## src/rtl/triac_fire_pkg.sv

```systemverilog
package triac_fire_pkg;

    typedef enum logic [1:0] {
        MODE_HALF   = 2'd0,
        MODE_FULL   = 2'd1,
        MODE_STEADY = 2'd2,
        MODE_OFF    = 2'd3
    } fire_mode_e;

    typedef enum logic [2:0] {
        SEQ_IDLE,
        SEQ_DELAY,
        SEQ_PULSE,
        SEQ_GAP,
        SEQ_PULSE2
    } seq_state_e;

    typedef struct packed {
        logic accept;
        logic twice;
    } zc_qual_t;

    function automatic int unsigned delay_for_level(input int unsigned lvl,
                                                    input int unsigned step);
        return lvl * step;
    endfunction

    function automatic int unsigned clamp_width(input int unsigned req,
                                                input int unsigned half);
        if (req == 0)
            return 1;
        else if (req >= half)
            return half - 1;
        else
            return req;
    endfunction

endpackage

```

## src/rtl/tfire_zc_qualify.sv

```systemverilog
module tfire_zc_qualify
    import triac_fire_pkg::*;
(
    input  logic       enable,
    input  logic [1:0] mode,
    input  logic       zc_event,
    input  logic       zc_pol,
    output logic       run_ok,
    output zc_qual_t   qual
);
    fire_mode_e mode_e;

    always_comb begin
        mode_e      = fire_mode_e'(mode);
        run_ok      = enable && (mode_e == MODE_HALF || mode_e == MODE_FULL);
        qual.twice  = (mode_e == MODE_FULL);
        qual.accept = run_ok && zc_event && ((mode_e == MODE_HALF) || zc_pol);
    end
endmodule

```

## src/rtl/tfire_sequencer.sv

```systemverilog
module tfire_sequencer
    import triac_fire_pkg::*;
#(
    parameter int HALF_TICKS = 160,
    parameter int LEVELS     = 16,
    parameter int PW_W       = 8
) (
    input  logic                      clk,
    input  logic                      rst,
    input  logic                      tick,
    input  logic                      run_ok,
    input  zc_qual_t                  qual,
    input  logic [$clog2(LEVELS)-1:0] level,
    input  logic [PW_W-1:0]           pulse_ticks,
    output logic                      seq_gate
);
    localparam int STEP  = HALF_TICKS / LEVELS;
    localparam int CNT_W = $clog2(HALF_TICKS + 1);

    seq_state_e       state_q;
    logic [CNT_W-1:0] cnt_q;
    logic [CNT_W-1:0] width_q;
    logic             twice_q;

    int unsigned      dly_new;
    int unsigned      wid_new;
    logic             cnt_last;

    always_comb begin
        dly_new  = delay_for_level(int'(level), STEP);
        wid_new  = clamp_width(int'(pulse_ticks), HALF_TICKS);
        cnt_last = (cnt_q == CNT_W'(1));
        seq_gate = (state_q == SEQ_PULSE) || (state_q == SEQ_PULSE2);
    end

    always_ff @(posedge clk) begin
        if (rst) begin
            state_q <= SEQ_IDLE;
            cnt_q   <= '0;
            width_q <= CNT_W'(1);
            twice_q <= 1'b0;
        end else if (!run_ok) begin
            state_q <= SEQ_IDLE;
            cnt_q   <= '0;
        end else if (qual.accept) begin
            width_q <= CNT_W'(wid_new);
            twice_q <= qual.twice;
            if (dly_new == 0) begin
                state_q <= SEQ_PULSE;
                cnt_q   <= CNT_W'(wid_new);
            end else begin
                state_q <= SEQ_DELAY;
                cnt_q   <= CNT_W'(dly_new);
            end
        end else if (tick) begin
            unique case (state_q)
                SEQ_DELAY: begin
                    if (cnt_last) begin
                        state_q <= SEQ_PULSE;
                        cnt_q   <= width_q;
                    end else begin
                        cnt_q <= cnt_q - CNT_W'(1);
                    end
                end
                SEQ_PULSE: begin
                    if (cnt_last) begin
                        if (twice_q) begin
                            state_q <= SEQ_GAP;
                            cnt_q   <= CNT_W'(HALF_TICKS) - width_q;
                        end else begin
                            state_q <= SEQ_IDLE;
                            cnt_q   <= '0;
                        end
                    end else begin
                        cnt_q <= cnt_q - CNT_W'(1);
                    end
                end
                SEQ_GAP: begin
                    if (cnt_last) begin
                        state_q <= SEQ_PULSE2;
                        cnt_q   <= width_q;
                    end else begin
                        cnt_q <= cnt_q - CNT_W'(1);
                    end
                end
                SEQ_PULSE2: begin
                    if (cnt_last) begin
                        state_q <= SEQ_IDLE;
                        cnt_q   <= '0;
                    end else begin
                        cnt_q <= cnt_q - CNT_W'(1);
                    end
                end
                default: begin
                    state_q <= SEQ_IDLE;
                    cnt_q   <= '0;
                end
            endcase
        end
    end
endmodule

```

## src/rtl/tfire_steady_drive.sv

```systemverilog
module tfire_steady_drive
    import triac_fire_pkg::*;
#(
    parameter int CARRIER_HALF = 4
) (
    input  logic       clk,
    input  logic       rst,
    input  logic       enable,
    input  logic [1:0] mode,
    input  logic       carrier_sel,
    output logic       steady_gate
);
    localparam int CW = (CARRIER_HALF > 1) ? $clog2(CARRIER_HALF) : 1;

    logic          steady_q;
    logic          phase_q;
    logic [CW-1:0] ccnt_q;

    always_ff @(posedge clk) begin
        if (rst) begin
            steady_q <= 1'b0;
            phase_q  <= 1'b1;
            ccnt_q   <= '0;
        end else begin
            steady_q <= enable && (fire_mode_e'(mode) == MODE_STEADY);
            if (!steady_q) begin
                phase_q <= 1'b1;
                ccnt_q  <= '0;
            end else if (ccnt_q == CW'(CARRIER_HALF - 1)) begin
                phase_q <= ~phase_q;
                ccnt_q  <= '0;
            end else begin
                ccnt_q <= ccnt_q + CW'(1);
            end
        end
    end

    assign steady_gate = steady_q && (carrier_sel ? phase_q : 1'b1);
endmodule

```

## src/rtl/triac_phase_fire.sv

```systemverilog
module triac_phase_fire
    import triac_fire_pkg::*;
#(
    parameter int HALF_TICKS   = 160,
    parameter int LEVELS       = 16,
    parameter int PW_W         = 8,
    parameter int CARRIER_HALF = 4
) (
    input  logic                      clk,
    input  logic                      rst,
    input  logic                      tick,
    input  logic                      zc_event,
    input  logic                      zc_pol,
    input  logic [$clog2(LEVELS)-1:0] level,
    input  logic [PW_W-1:0]           pulse_ticks,
    input  logic [1:0]                mode,
    input  logic                      enable,
    input  logic                      carrier_sel,
    output logic                      gate
);
    logic     run_ok;
    zc_qual_t qual;
    logic     seq_gate;
    logic     steady_gate;

    tfire_zc_qualify u_qual (
        .enable   (enable),
        .mode     (mode),
        .zc_event (zc_event),
        .zc_pol   (zc_pol),
        .run_ok   (run_ok),
        .qual     (qual)
    );

    tfire_sequencer #(
        .HALF_TICKS (HALF_TICKS),
        .LEVELS     (LEVELS),
        .PW_W       (PW_W)
    ) u_seq (
        .clk         (clk),
        .rst         (rst),
        .tick        (tick),
        .run_ok      (run_ok),
        .qual        (qual),
        .level       (level),
        .pulse_ticks (pulse_ticks),
        .seq_gate    (seq_gate)
    );

    tfire_steady_drive #(
        .CARRIER_HALF (CARRIER_HALF)
    ) u_steady (
        .clk         (clk),
        .rst         (rst),
        .enable      (enable),
        .mode        (mode),
        .carrier_sel (carrier_sel),
        .steady_gate (steady_gate)
    );

    assign gate = seq_gate | steady_gate;
endmodule

```

## config.mk

```make
export PLATFORM = sky130hd
export DESIGN_NAME = triac_phase_fire
export DESIGN_NICKNAME = d
export VERILOG_FILES = /design/src/rtl/triac_fire_pkg.sv /design/src/rtl/tfire_zc_qualify.sv /design/src/rtl/tfire_sequencer.sv /design/src/rtl/tfire_steady_drive.sv /design/src/rtl/triac_phase_fire.sv
export SDC_FILE = /design/constraint.sdc
export NUM_CORES = 1
export LEC_CHECK = 0
export BUFFER_PORTS_ARGS = -buffer_cell sky130_fd_sc_hd__buf_2
export CORE_ASPECT_RATIO = 0.75
export CORE_MARGIN = 2
export CORE_UTILIZATION = 55
export DETAILED_ROUTE_END_ITERATION = 10
export GPL_TIMING_DRIVEN = 1
export PLACE_DENSITY = 0.76
export SYNTH_ARGS = -nofsm -noshare
export SYNTH_HDL_FRONTEND = slang
export SYNTH_SLANG_ARGS = --single-unit
```

## constraint.sdc

```tcl
create_clock -name clk -period 3 [get_ports clk]
set_input_delay 0.45 -clock clk [delete_from_list [all_inputs] [get_ports clk]]
set_output_delay 0.45 -clock clk [all_outputs]
set_load 0.01 [all_outputs]
```

# Word level (Yosys, flattened, before mapping)
# Index checks and enable logic that the tools add are counted.
# word_totals
reg_bits	24
latch_bits	0
ram_bits	0
romBits	0
inputBits	21
output_inout_bits	1
elab_cells	66
memories	0
# classes
n_addsub	3
mul	1
div	0
magnitude_cmp	1
n_eq_ne	12
n_shift	0
mux	20
bitwise_logic	4
n_reduce_logical	18
# ops
cell	count
2-to-1 mux 8 bit	9
zero test 32 bit	1
one-hot mux 8 bit (3 select lines)	1
2-to-1 mux 3 bit	6
!= test 3 x 2 -> 1 bit (second input constant)	4
one-hot mux 3 bit (4 select lines)	1
== test 8 x 1 -> 1 bit (second input constant)	1
greater-or-equal comparator 8 bit (second input constant)	1
zero test 8 bit	1
subtractor 8 x 1 -> 8 bit (second input constant)	1
subtractor 8 bit (first input constant)	1
multiplier 4 x 3 -> 7 bit (second input constant)	1
== test 3 x 2 -> 1 bit (second input constant)	2
OR reduction 2 bit	3
logical AND 1 bit	5
AND reduction 5 bit	1
== test 2 bit (second input constant)	2
2-to-1 mux 2 bit	2
== test 3 x 1 -> 1 bit (second input constant)	1
== test 3 bit (second input constant)	1
logical OR 1 bit	3
inverter 1 bit	3
OR reduction 3 bit	1
adder 2 x 1 -> 2 bit (second input constant)	1
other kinds (6)	6

# Longest topological paths before layout
# logic_depth
word_depth	7
depth_mapped	9
depth_no_buf	9

# By module
# Synthesis repeated with hierarchy kept, for this count alone.
# unflattened
hier_cells	227
hier_area_um2	1770.4
# by_module_without_submodules
mod	instances	cells_each	area_per_inst_um2	seq_area_each_um2
tfire_sequencer	1	210	1569.0	400.4
tfire_steady_drive	1	12	160.2	80.1
tfire_zc_qualify	1	4	35.0	0.0
triac_phase_fire	1	1	6.3	0.0

# Worst setup path after synthesis
# No wires, ideal clock.
# synth_path
kind	input-to-reg
from	input level[1]
to	register u_seq.cnt_q[5]
setup_ns	0.092
arrival_ns	2.194
required_ns	2.908
path_slack_ns	0.714
path_stages	9
path_buffers	0
cell_sequence	ha_1 > ha_1 > inv_1 > fa_1 > nor2b_1 > a21oi_1 > or2_1 > o311a_1 > o32ai_1
# synth_between
elab_chain_len	4
# synth_lines
item	line	rtl
start, declared	triac_phase_fire.sv:14	input logic [$clog2(LEVELS)-1:0] level,
multiplier 4 x 3 -> 7 bit (*)	triac_fire_pkg.sv:25	return lvl * step;
zero test 32 bit	tfire_sequencer.sv:48	if (dly_new == 0) begin
2-to-1 mux 8 bit (*)	tfire_sequencer.sv:48	
2-to-1 mux 8 bit (*)	tfire_sequencer.sv:45	end else if (qual.accept) begin
end signal, assigned	tfire_sequencer.sv:50	cnt_q <= CNT_W'(wid_new);
end signal, assigned	tfire_sequencer.sv:53	cnt_q <= CNT_W'(dly_new);
end signal, assigned	tfire_sequencer.sv:60	cnt_q <= width_q;
end, declared	tfire_sequencer.sv:21	logic [CNT_W-1:0] cnt_q;
# Every way passes the cells marked *; elsewhere a longest branch is shown, timed or not.
# A chain may end at the register's enable or synchronous reset.

# Worst setup path in the final report
# layout_path
from	input level[3]
to	register u_seq.cnt_q[5]
# Same word-level chain as after synthesis.

==> impl_metrics.ini <==
[clock_tree]
postCtsSetupBuffers = 0
clkTransAtPathRegs_ns = 0.09
cts.sinks = 24
clock_path_buffers = 2
ctsHoldBuffers = 0
postCtsResizedCells = 0
clk_latency_ns = 0.27
clock-root-buffer = clkbuf_8
cts_tree = built
htree_levels = 1
cts_buffers = 3

[global_route]
grt_max_degree = 18
grt_antenna_before_repair = 0
grt_pass1_wl_mm = 7.58
grt.total_usage_pct = 25.5
grt_pass1_vias = 1546
overflow = 0

[worst_setup_path]
critPathMostFrequentCell = ha_1
r2r-start = u_seq.width_q[0]$_SDFFE_PP1P_
crit_fanout = 5
crit_path_end_kind = flip-flop
rr_worst_depth = 7
cp_num_buf_inv = 2
crit_start = level[3]
cp_slowest_stage_delay_ns = 0.41
worstPathCellList = buf_2, ha_1, ha_1, inv_1, fa_1, nor2b_1, a21oi_1, or2_1, o311a_1, o32ai_1
start_kind = input port
cp_num_cells = 10
crit_family = adder cells
critPathKind = in -> reg
slowest_stage = fa_1
arrival_ns = 2.50
crit_required_ns = 3.18

[synth]
synth_top_family_by_area = simple AND/OR/NAND/NOR gates
synthTopCellsByArea = dfxtp_1 26%, a21oi_1 5.3%, ha_1 5.3%
syn_nets = 263
netlist.area_leader.share_pct = 25.7
synth_warnings = 0
synth-edff-count = 0
yosys.area_share.simple_pct = 30.1
yosysSeqAreaShare_pct = 25.7
synth-compound-area-share_pct = 28.4
synth-xor-area-share_pct = 3.27
async_reset_ff_share_pct = 0
synth_mux_area_share_pct = 1.07
synth_top_cell_by_area = dfxtp_1
syn_area_mm2 = 0.00187
ys_seq_elements = 24
syn_inst = 233
synthAdderAreaFrac_pct = 6.41
synth.distinct_cells = 61
ys.flop_type = dfxtp_1
syn-mean-instance-area_um2 = 8.04

[timing]
fin_ws_ns = 0.681
post-route-period-util_pct = 77.3
setup_tns_ns = 0
timing.fmax_mhz = 431
skew_ns = 0.00184
min_period_ns = 2.32
worst_pin_slew_ns = 0.720
slew_viol_final = 0
relSlewSlack_pct = 51.9
rsz0062_at_grt = no
finalHoldViolCount = 0
setup_violations = 0

[routing]
drc = 0
vias = 1823
drtPass1Iterations = 5
via_per_inst = 6.29
wl_per_cell_um = 16.2
routed_wl_mm = 4.71
drt_iter0_drc = 153
postRouteAntennaNets = 0

[floorplan]
coreArea_mm2 = 0.00327
io_pins = 22
start_util_pct = 57.4
rows = 18
die_x_um = 71.4
fp.dieArea_mm2 = 0.00389
die_h_um = 54.5

[power_and_ir_drop]
p_leak_nw = 0.740
p_total_uw = 752
powerDensity_mw_per_mm2 = 368
peakVddDrop_mv = 0.257

[place]
hpwl_mm = 3.61
pre_cts_ws_ns = 0.409
place_congestion = 0.897
port_buffers = 21

[hold_path]
hold_path_depth = 2
min_path_type = in -> reg
min_from = mode[0]

[status]
status = complete, no violations

[finish]
n_antenna_cell = 0
fin_nets = 281
area_growth_pct = 9.22
drive_gt1_share_pct = 15.6

[run]
max-cap-violations = 0
==> sequential cells by signal, summed over array words and instances, names as in the netlist <==
signal / cells
u_seq.state_q: 3
u_seq.twice_q: 1
u_steady.steady_q: 1
u_steady.ccnt_q: 2
u_steady.phase_q: 1
u_seq.width_q: 8
u_seq.cnt_q: 8
==> stage by stage <==
step                      cells  utilization, %  area [µm²]  hold slack (ns)
after floorplan             233               -        1870            0.393
after global placement      286            60.5        1970            0.422
after detailed placement    286            60.5        1970            0.432
after CTS                   290            62.6        2050            0.355
after global routing        290            62.6        2050            0.366
final                       290            62.6        2050            0.360
==> cell usage in the layout (no fill, tap or decap), drive strengths merged, types with 4 or more instances in the layout <==
cell / n
dfxtp: 24
a21oi: 22
nor3b: 4
nor2: 17
xnor2: 5
o21ai: 20
buf: 22
nand3: 5
nor2b: 7
a211oi: 5
nand2: 22
ha: 8
inv: 9
nor3: 11
==> worst paths after layout <==
check / endpoint / slack, ns
max reg2reg: u_seq.cnt_q[6]$_SDFFE_PP0P_ / 0.99
min: u_steady.steady_q$_SDFF_PP0_ / 0.36
min reg2reg: u_steady.ccnt_q[0]$_SDFF_PP0_ / 0.44
max: u_seq.cnt_q[5]$_SDFFE_PP0P_ / 0.68
==> logic make-up (layout without fill, tap and decap cells) <==
group                    count (synthesis)  in the layout
adder cells (fa/ha/maj)                  9              9
AO/OA/AOI/OAI                           78             78
multiplexers                             2              2
XOR/XNOR                                 7              7
AND/OR/NAND/NOR                         95             95
flip-flops                              24             24
buffers and inverters                   18             35
==> cells in the mapped netlist (2+ instances only) <==
master	n
nor2b_1	7
nand3_1	5
nor2_1	16
or2_1	3
a21oi_1	20
mux2i_1	2
clkbuf_1	4
dfxtp_1	24
nor4_1	2
xnor2_1	5
a221oi_1	2
inv_1	9
o21bai_1	2
or3b_1	2
a21o_1	3
o32ai_2	2
buf_6	3
o21ai_0	17
o21ai_1	3
nor4bb_1	2
a211o_1	2
nor3b_1	4
a21oi_2	2
nor3_1	11
or3_1	2
o21a_1	3
o31ai_1	2
a31oi_1	3
nand2b_1	3
and3_1	3
o221ai_1	2
a211oi_1	5
xor2_1	2
nand2_1	21
o311a_1	2
ha_1	8
==> report_power, final <==
group	internal, mW	leakage, nW	switching [mW]
sequential	0.325	0.194	0.0125
clock	0.178	0.0357	0.108
combinational	0.0544	0.510	0.0734
==> worst reg2reg max path, delay by kind of cell (launching register included) <==
family,cells,cell delay (ns)
fa+ha+maj,1,0.22
simple gates,1,0.48
buf+inv,1,0.10
compound gates,4,0.75
flops,1,0.37
==> routing by layer <==
| metal | part of all wire, % | GRT usage, % | vias up |
|---|---|---|---|
| met5 | 0 | 0 | - |
| met4 | 0.49 | 3.77 | 0 |
| met3 | 6.4 | 4.60 | 4 |
| met2 | 42 | 40.0 | 68 |
| met1 | 51 | 37.5 | 846 |
| li1 | - | - | 905 |
==> final cells by class <==
| type | instances | area, µm² |
|---|---|---|
| Fill cell | 279 | 1220 |
| Clock buffer | 3 | 41.3 |
| Tap cell | 40 | 50.0 |
| Multi-Input combinational cell | 191 | 1300 |
| Timing Repair Buffer | 22 | 113 |
| Sequential cell | 24 | 480 |
| Clock inverter | 1 | 30.0 |
| Inverter | 9 | 33.8 |
(Power assumes the default switching activity.)
